[config.mk]
export PLATFORM = sky130hd
export DESIGN_NAME = apx_trunc_mult
export DESIGN_NICKNAME = d
export VERILOG_FILES = /design/src/rtl/apx_mult_pkg.sv /design/src/rtl/apx_col_ctrl.sv /design/src/rtl/apx_pp_array.sv /design/src/rtl/apx_row_sum.sv /design/src/rtl/apx_comp_gen.sv /design/src/rtl/apx_trunc_mult.sv
export SDC_FILE = /design/constraint.sdc
export NUM_CORES = 1
export LEC_CHECK = 0
export ABC_AREA = 1
export BUFFER_PORTS_ARGS = -buffer_cell sky130_fd_sc_hd__buf_2
export CORE_MARGIN = 4
export CORE_UTILIZATION = 50
export CTS_CLUSTER_SIZE = 12
export DETAILED_ROUTE_END_ITERATION = 16
export PLACE_DENSITY = 0.69
export REMOVE_ABC_BUFFERS = 1
export SYNTH_ARGS = -nofsm -noshare
export SYNTH_HDL_FRONTEND = slang
export SYNTH_SLANG_ARGS = --single-unit
[constraint.sdc]
create_clock -name clk -period 2.15 [get_ports clk]
set_clock_uncertainty 0.05 [all_clocks]
set_input_delay 0.3225 -clock clk [delete_from_list [all_inputs] [get_ports clk]]
set_output_delay 0.3225 -clock clk [all_outputs]
set_load 0.005 [all_outputs]
[src/rtl/apx_mult_pkg.sv]
package apx_mult_pkg;

  typedef enum logic [1:0] {
    COL_DROP = 2'd0,
    COL_OR   = 2'd1,
    COL_AND  = 2'd2
  } col_kind_e;

  // Classify one product column against the cut and the OR band.
  function automatic col_kind_e col_kind(input int col, input int cut, input int band);
    if (col < cut)
      return COL_DROP;
    else if (col < cut + band)
      return COL_OR;
    else
      return COL_AND;
  endfunction

endpackage

[src/rtl/apx_col_ctrl.sv]
module apx_col_ctrl
  import apx_mult_pkg::*;
#(
  parameter int N  = 8,
  parameter int CW = $clog2(2 * N)
) (
  input  logic [CW-1:0]  cut_col,
  input  logic [CW-1:0]  or_width,
  output logic [2*N-2:0] keep_mask,
  output logic [2*N-2:0] or_mask
);
  localparam int COLS = 2 * N - 1;

  for (genvar c = 0; c < COLS; c++) begin : g_col
    col_kind_e kind;
    always_comb begin
      kind         = col_kind(c, int'(cut_col), int'(or_width));
      keep_mask[c] = (kind != COL_DROP);
      or_mask[c]   = (kind == COL_OR);
    end
  end
endmodule

[src/rtl/apx_pp_array.sv]
module apx_pp_array #(
  parameter int N = 8
) (
  input  logic [N-1:0]            opa,
  input  logic [N-1:0]            opb,
  input  logic [2*N-2:0]          keep_mask,
  input  logic [2*N-2:0]          or_mask,
  output logic [N-1:0][2*N-1:0]   rows
);
  localparam int PW = 2 * N;

  for (genvar i = 0; i < N; i++) begin : g_row
    for (genvar p = 0; p < PW; p++) begin : g_bit
      if (p < i || p > i + N - 1) begin : g_zero
        assign rows[i][p] = 1'b0;
      end else begin : g_pp
        assign rows[i][p] = keep_mask[p] &
                            (or_mask[p] ? (opa[p-i] | opb[i]) : (opa[p-i] & opb[i]));
      end
    end
  end
endmodule

[src/rtl/apx_row_sum.sv]
module apx_row_sum #(
  parameter int N  = 8,
  parameter int SW = 2 * N + 1
) (
  input  logic [N-1:0][2*N-1:0] rows,
  output logic [SW-1:0]         total
);
  always_comb begin
    total = '0;
    for (int i = 0; i < N; i++) begin
      total = total + SW'(rows[i]);
    end
  end
endmodule

[src/rtl/apx_comp_gen.sv]
module apx_comp_gen #(
  parameter int N  = 8,
  parameter int CW = $clog2(2 * N),
  parameter int SW = 2 * N + 1
) (
  input  logic [CW-1:0] cut_col,
  input  logic          enable,
  output logic [SW-1:0] comp
);
  always_comb begin
    comp = '0;
    if (enable) begin
      if (cut_col >= CW'(2))
        comp = SW'(1) << (cut_col - CW'(2));
      else if (cut_col == CW'(1))
        comp = SW'(1);
    end
  end
endmodule

[src/rtl/apx_trunc_mult.sv]
module apx_trunc_mult #(
  parameter int N  = 8,
  parameter int CW = $clog2(2 * N)
) (
  input  logic          clk,
  input  logic          rst_n,
  input  logic          in_valid,
  output logic          in_ready,
  input  logic [N-1:0]  in_a,
  input  logic [N-1:0]  in_b,
  input  logic [CW-1:0] in_trunc_col,
  input  logic [CW-1:0] in_or_width,
  input  logic          in_comp_en,
  output logic          out_valid,
  input  logic          out_ready,
  output logic [N-1:0]  out_data
);
  localparam int SW = 2 * N + 1;

  logic                 advance;
  logic [2*N-2:0]       keep_mask;
  logic [2*N-2:0]       or_mask;
  logic [N-1:0][2*N-1:0] rows;
  logic [SW-1:0]        pp_total;
  logic [SW-1:0]        comp;

  logic                 s1_valid;
  logic [SW-1:0]        s1_total;
  logic [SW-1:0]        s1_comp;
  logic [SW-1:0]        final_sum;

  assign advance  = !out_valid || out_ready;
  assign in_ready = advance;

  apx_col_ctrl #(.N(N), .CW(CW)) u_col_ctrl (
    .cut_col   (in_trunc_col),
    .or_width  (in_or_width),
    .keep_mask (keep_mask),
    .or_mask   (or_mask)
  );

  apx_pp_array #(.N(N)) u_pp_array (
    .opa       (in_a),
    .opb       (in_b),
    .keep_mask (keep_mask),
    .or_mask   (or_mask),
    .rows      (rows)
  );

  apx_row_sum #(.N(N), .SW(SW)) u_row_sum (
    .rows  (rows),
    .total (pp_total)
  );

  apx_comp_gen #(.N(N), .CW(CW), .SW(SW)) u_comp_gen (
    .cut_col (in_trunc_col),
    .enable  (in_comp_en),
    .comp    (comp)
  );

  // Stage 1: reduced partial-product sum and compensation constant.
  always_ff @(posedge clk or negedge rst_n) begin
    if (!rst_n) begin
      s1_valid <= 1'b0;
      s1_total <= '0;
      s1_comp  <= '0;
    end else if (advance) begin
      s1_valid <= in_valid;
      if (in_valid) begin
        s1_total <= pp_total;
        s1_comp  <= comp;
      end
    end
  end

  assign final_sum = s1_total + s1_comp;

  // Stage 2: final add and upper-half selection.
  always_ff @(posedge clk or negedge rst_n) begin
    if (!rst_n) begin
      out_valid <= 1'b0;
      out_data  <= '0;
    end else if (advance) begin
      out_valid <= s1_valid;
      if (s1_valid)
        out_data <= final_sum[2*N-1:N];
    end
  end
endmodule

-- Yosys cells after proc, flatten, opt, wreduce, memory -nomap -nowiden
Index checks and enable logic that the tools add are counted.
- reduce and logical (&&, ||, !) cells: 19
- bitwise gates (word level): 192
- shifts and indexed selects: 1
- add/subtract/negate cells: 10
- equality and inequality tests: 16
- order comparisons: 31
- muxes and demuxes: 97
- operator list (cell ; count):
    $lt 5x32->1 const A ; 7
    $and 1x1->1 ; 128
    $lt 4x32->1 const A ; 4
    $mux 1 ; 65
    $lt 3x32->1 const A ; 2
    $or 1x1->1 ; 64
    $mux 2 ; 30
    $lt 1x32->1 const A ; 1
    $lt 2x32->1 const A ; 1
    $mux 16 ; 2
    $eq 2x1->1 const B ; 15
    $reduce_bool 2->1 ; 15
    $lt 4x4->1 const A ; 7
    $add 16x11->16 ; 1
    $add 16x12->16 ; 1
    $add 16x13->16 ; 1
    $add 16x14->16 ; 1
    $add 16x15->16 ; 1
    $add 16x16->16 ; 1
    $lt 3x4->1 const A ; 4
    $shl 1x4->16 const A ; 1
    $add 10x10->11 ; 1
    $add 8x9->10 ; 1
    $lt 1x4->1 const A ; 2
    other kinds (8) ; 10
- input bits: 29
- flip-flop bits (word level): 42
- word-level logic and storage cells: 371

-- Longest topological paths before layout
- depth in word-level cells: 14
- gate-level depth with buffers: 34

-- Modules after synthesis
From an unflattened synthesis, not the netlist that was laid out.
- cell total of the unflattened synthesis: 1232
- area, all modules: 8495.6 um^2
- by module, submodules not included (module ; cells an instance ; sequential area each (um^2) ; instances ; area each (um^2)):
    apx_row_sum ; 508 ; 0.0 ; 1 ; 3722.3
    apx_trunc_mult ; 289 ; 1051.0 ; 1 ; 2471.1
    apx_pp_array ; 279 ; 0.0 ; 1 ; 1507.7
    apx_col_ctrl ; 110 ; 0.0 ; 1 ; 563.0
    apx_comp_gen ; 46 ; 0.0 ; 1 ; 231.5

-- Worst setup path before layout
Ideal clock, no wire load.
- path type: input to register
- start: input in_trunc_col[0]
- end: register s1_total[9]
- data required time: 1982 ps
- path slack: -3847 ps
- buffers on the path: 0
- stages on the path: 25
- data arrival time: 5829 ps
- cells stage by stage: ha_1 > fa_1 > xor2_1 > nor2_2 > nand3_2 > o21ai_0 > inv_1 > fa_1 > ha_1 > fa_1 > nand4_1 > nand3_1 > xnor2_1 > inv_1 > fa_1 > inv_1 > fa_1 > fa_1 > inv_1 > ha_1 > a21oi_1 > nand2_1 > or2_2 > nand3_1 > nand2_1
- word-level cells in the longest chain between the ends: 14
- elaborated cells on any way between the ends: 166
- those cells by class: add/sub: 8; order compare: 20; eq/ne: 10; mux: 69; bitwise: 49; reduce/logical: 10
- RTL lines (element ; RTL line ; text):
    start, declared ; apx_trunc_mult.sv:11 ; input logic [CW-1:0] in_trunc_col,
    $add 4x4->5 ; apx_mult_pkg.sv:13 ; else if (col < cut + band)
    $lt 1x32->1 (tied with other cells) ; apx_mult_pkg.sv:13 ;
    $mux 2 ; apx_mult_pkg.sv:13 ;
    $mux 2 ; apx_mult_pkg.sv:11 ; if (col < cut)
    $eq 2x1->1 ; apx_col_ctrl.sv:19 ; or_mask[c] = (kind == COL_OR);
    $mux 1 ; apx_pp_array.sv:18 ; (or_mask[p] ? (opa[p-i] | opb[i]) : (opa[p-i] & opb[i]));
    $and 1x1->1 ; apx_pp_array.sv:17 ; assign rows[i][p] = keep_mask[p] &
    $add 8x9->10 ; apx_row_sum.sv:11 ; total = total + SW'(rows[i]);
    $add 10x10->11 ; apx_row_sum.sv:11 ;
    $add 16x11->16 ; apx_row_sum.sv:11 ;
    $add 16x12->16 ; apx_row_sum.sv:11 ;
    $add 16x13->16 ; apx_row_sum.sv:11 ;
    $add 16x14->16 ; apx_row_sum.sv:11 ;
    $add 16x15->16 (*) ; apx_row_sum.sv:11 ;
    end signal, assigned ; apx_trunc_mult.sv:70 ; s1_total <= pp_total;
    end, declared ; apx_trunc_mult.sv:28 ; logic [SW-1:0] s1_total;
Mark *: on every way between the ends. The rest lies on a longest branch, timed or not.
A chain may end at the register's enable or synchronous reset.

-- Worst setup path after layout
- start: input in_or_width[0]
- end: register s1_total[12]
- word-level cells in the longest chain between the ends: 14
- elaborated cells on any way between the ends: 195
- those cells by class: add/sub: 8; order compare: 13; eq/ne: 13; mux: 87; bitwise: 61; reduce/logical: 13
- RTL lines (element ; RTL line ; text):
    start, declared ; apx_trunc_mult.sv:12 ; input logic [CW-1:0] in_or_width,
    $add 4x4->5 (*) ; apx_mult_pkg.sv:13 ;
    $lt 1x32->1 (tied with other cells) ; apx_mult_pkg.sv:13 ;
    $mux 2 ; apx_mult_pkg.sv:13 ;
    $mux 2 ; apx_mult_pkg.sv:11 ;
    $eq 2x1->1 ; apx_col_ctrl.sv:19 ;
    $mux 1 ; apx_pp_array.sv:18 ;
    $and 1x1->1 ; apx_pp_array.sv:17 ;
    $add 8x9->10 ; apx_row_sum.sv:11 ;
    $add 10x10->11 ; apx_row_sum.sv:11 ;
    $add 16x11->16 ; apx_row_sum.sv:11 ;
    $add 16x12->16 ; apx_row_sum.sv:11 ;
    $add 16x13->16 ; apx_row_sum.sv:11 ;
    $add 16x14->16 ; apx_row_sum.sv:11 ;
    $add 16x15->16 (*) ; apx_row_sum.sv:11 ;
Marks and branches as above.

==> implementation parameters <==
Parameter                              Value

Critical path
  Critical path data arrival time    5.88 ns
  Critical path start-end classification    in2reg
  Type of origin of the critical path    primary input
  Most frequent cell on the critical path    sky130_fd_sc_hd__fa_2
  R2r setup slk    0.40 ns
  Endpoint of the worst register-to-register path    out_data[5]$_DFFE_PN0P_
  Top fanout value on the critical path    3
  Reg2reg start    s1_total[11]$_DFFE_PN0P_
  CP endpoint kind    flop
  Critical path's largest stage delay    0.52 ns
  R2r worst-path depth    9
  Slowest cell on the critical path    sky130_fd_sc_hd__fa_1
  Worst EP required    2.34 ns

Yosys
  Share of the yosys chip area belonging to registers    18.1%
  Flops & latches, synth    42
  Average footprint of a synthesized cell    6.65 sq um
  Library cell with the largest summed area after synthesis    sky130_fd_sc_hd__nand2_1
  YS warnings    0
  Cell types with the largest area share after synthesis    sky130_fd_sc_hd__nand2_1, sky130_fd_sc_hd__dfrtp_1, sky130_fd_sc_hd__fa_1
  Distinct cell type count after synthesis    40
  Cell area after synthesis    5800 sq um
  Share of the synthesized area in the top cell type    18.5%
  Gate count of the mapped netlist    872

Pwr
  Post-layout power    0.00981 W
  Power density over cell area    1240 nW/um^2
  Pleak    4.24 nW
  Worst vdd rail ir drop    0.986 mV

Clocking
  Number of buffers on the longest clock path    2
  TritonCTS clock tree    yes
  Count of H-tree levels built during CTS    2
  Clock input transition at the sequential cells of the worst setup and hold paths    0.07 ns
  Clock Latency Late Sink    0.29 ns
  Num Clock Sinks    42
  Root buffer cell    sky130_fd_sc_hd__clkbuf_16
  Cts bufs inserted    5

Route
  Remaining antenna violation count after routing    0
  Vias after detailed routing    6414
  Avg Vias per Cell    5.45
  Final wirelength    18600 microns
  DRC errors left    0
  Iteration count of the initial detailed-routing pass    5
  Wire per inst    15.8 microns
  Detailed Route Iter0 Violations    493

Global route
  Global-route total usage across every layer    27.9%
  Via count of the first global-routing pass    6216
  Maximum number of pins on one net before global-route repair    43
  Remaining Overflow, GRT    0
  First-pass GRT wire length    29800 microns
  Initial antenna violation count    0

Floorplan
  Number of top-level pins    39
  Number of core rows    39
  Die span in x    116 microns
  Starting density of the core    51.0%
  Die Outline Area    13400 sq um
  Core Footprint    11400 sq um
  Die height    116 microns

STA
  RSZ-0062 raised after global routing    yes
  Summed negative setup slack over all endpoints    -39.46 ns
  Crit path setup slack, layout    -3.55 ns
  Number of endpoints failing setup at the final stage    14
  Min Tclk post-route    5.70 ns
  Share of the cycle needed by the critical path after routing    265%
  Highest Clock Rate    0.176 GHz
  Slew of the pin with the lowest slew margin    0.696 ns
  Worst rel slew slack    53.4%
  Max Transition Viols Final    0
  Count of final hold-check violations    0

Finish
  Number of nets in the layout    1146
  Commonest cells after routing, fill and taps aside    sky130_fd_sc_hd__nand2_1, sky130_fd_sc_hd__inv_1, sky130_fd_sc_hd__buf_4, sky130_fd_sc_hd__o21ai_0, sky130_fd_sc_hd__dfrtp_1
  Leading cell type in the layout, fill and taps excluded    sky130_fd_sc_hd__nand2_1
  Fraction of final layout cells with drive strength greater than 1    29.1%
  Final standard cell utilization of the core    69.4%
  Ant. Diodes    0
  Synth-to-Final Area Change    36.0%

Place
  Port buffer count    38
  Global placer's final weighted congestion    0.941
  Half-perimeter wire length after placement    13900 microns

Run status
  Run status    finished with violations
  Failing checks    setup timing

Job
  Count of maximum capacitance violations    0

Worst hold path
  Path class of the lowest-slack min-delay path    in2async
## cells by family after synthesis
| logic type | share of synthesized area [%] |
|---|---|
| DFF | 18.1 |
| AOI/OAI and AO/OA | 16.9 |
| and+or+nand+nor | 28.3 |
| xor gates and xnor gates | 1.94 |
| adders and majority gates | 22.9 |
| buffers and inverters | 11.9 |
## routing by layer
metal	share of wire, %	vias to the layer above	track usage [%]
li1	-	3109	-
met1	40	3006	32.8
met2	50	230	51.2
met3	4.4	69	2.14
met4	5.9	0	13.9
met5	0	-	0
## registers in the layout, indices dropped and copies added (netlist names)
| register | count |
|---|---|
| out_data | 8 |
| out_valid | 1 |
| s1_comp | 16 |
| s1_total | 16 |
| s1_valid | 1 |
## where the power goes
group          internal (W)  total [W]  switching [W]
clock network      0.000445   0.000788       0.000344
registers           0.00101    0.00114       0.000130
logic               0.00362    0.00788        0.00426
## final cells by class
class | count | area, sq um
timing repair buffer | 177 | 1290
multi-input combinational | 655 | 4640
fill | 915 | 3480
clock buffer | 5 | 125
sequential | 42 | 1050
inverter | 151 | 579
tap | 143 | 179
clock inverter | 3 | 28.8
## per-stage QoR
step                      area, sq um  hold WS (ns)  cells  setup WS [ns]
after detailed placement         6970         0.372   1151          -4.24
after floorplan                  5680       -0.0231    848          -3.86
after CTS                        7700        0.0606   1166          -3.32
after global placement           6970         0.364   1151          -4.14
after global routing             7890        0.0829   1176          -3.72
final                            7890        0.0387   1176          -3.55
## worst max-delay path, delay by kind of cell
family / cells / cell delay, ns
AO/OA/AOI/OAI: 4 / 0.45
AND/OR/NAND/NOR: 8 / 0.74
adder cells (fa/ha/maj): 9 / 3.41
buffers and inverters: 5 / 0.52
XOR/XNOR: 2 / 0.42
## cells in the mapped netlist, drive strengths merged
| master | n |
|---|---|
| o22ai | 2 |
| xor2 | 5 |
| o21bai | 5 |
| nand3 | 52 |
| nor2 | 36 |
| o21ai | 67 |
| clkbuf | 19 |
| o21a | 1 |
| xnor2 | 7 |
| inv | 150 |
| or2 | 1 |
| and2 | 2 |
| o41ai | 1 |
| clkinv | 1 |
| fa | 35 |
| nor3 | 4 |
| nand2 | 287 |
| a21oi | 50 |
| o211ai | 34 |
| nand3b | 5 |
| a21boi | 1 |
| a31oi | 2 |
| ha | 50 |
| nand4 | 8 |
| dfrtp | 42 |
| buf | 5 |
## repair_timing
action                                  in CTS  in global routing
setup buffers                                7                 10
gates cloned                                 0                  0
hold buffers                                 0                  0
resized for setup                          116                 29
endpoints found under the setup margin      15                 15
hold endpoints to repair                     0                  0
pin swaps                                   72                 36
## worst max-delay path by stage
stage	start	slack, ns	end	depth (start not counted)
2_1_floorplan	in_trunc_col[0]	-3.86	s1_total[9]$_DFFE_PN0P_	25
3_3_place_gp	in_trunc_col[0]	-4.14	s1_total[9]$_DFFE_PN0P_	26
3_5_place_dp	in_trunc_col[0]	-4.24	s1_total[9]$_DFFE_PN0P_	26
4_1_cts	in_trunc_col[0]	-3.32	s1_total[12]$_DFFE_PN0P_	34
5_1_grt	in_trunc_col[0]	-3.72	s1_total[15]$_DFFE_PN0P_	28
6_report	in_or_width[0]	-3.55	s1_total[12]$_DFFE_PN0P_	28
(Power assumes the default switching activity.)
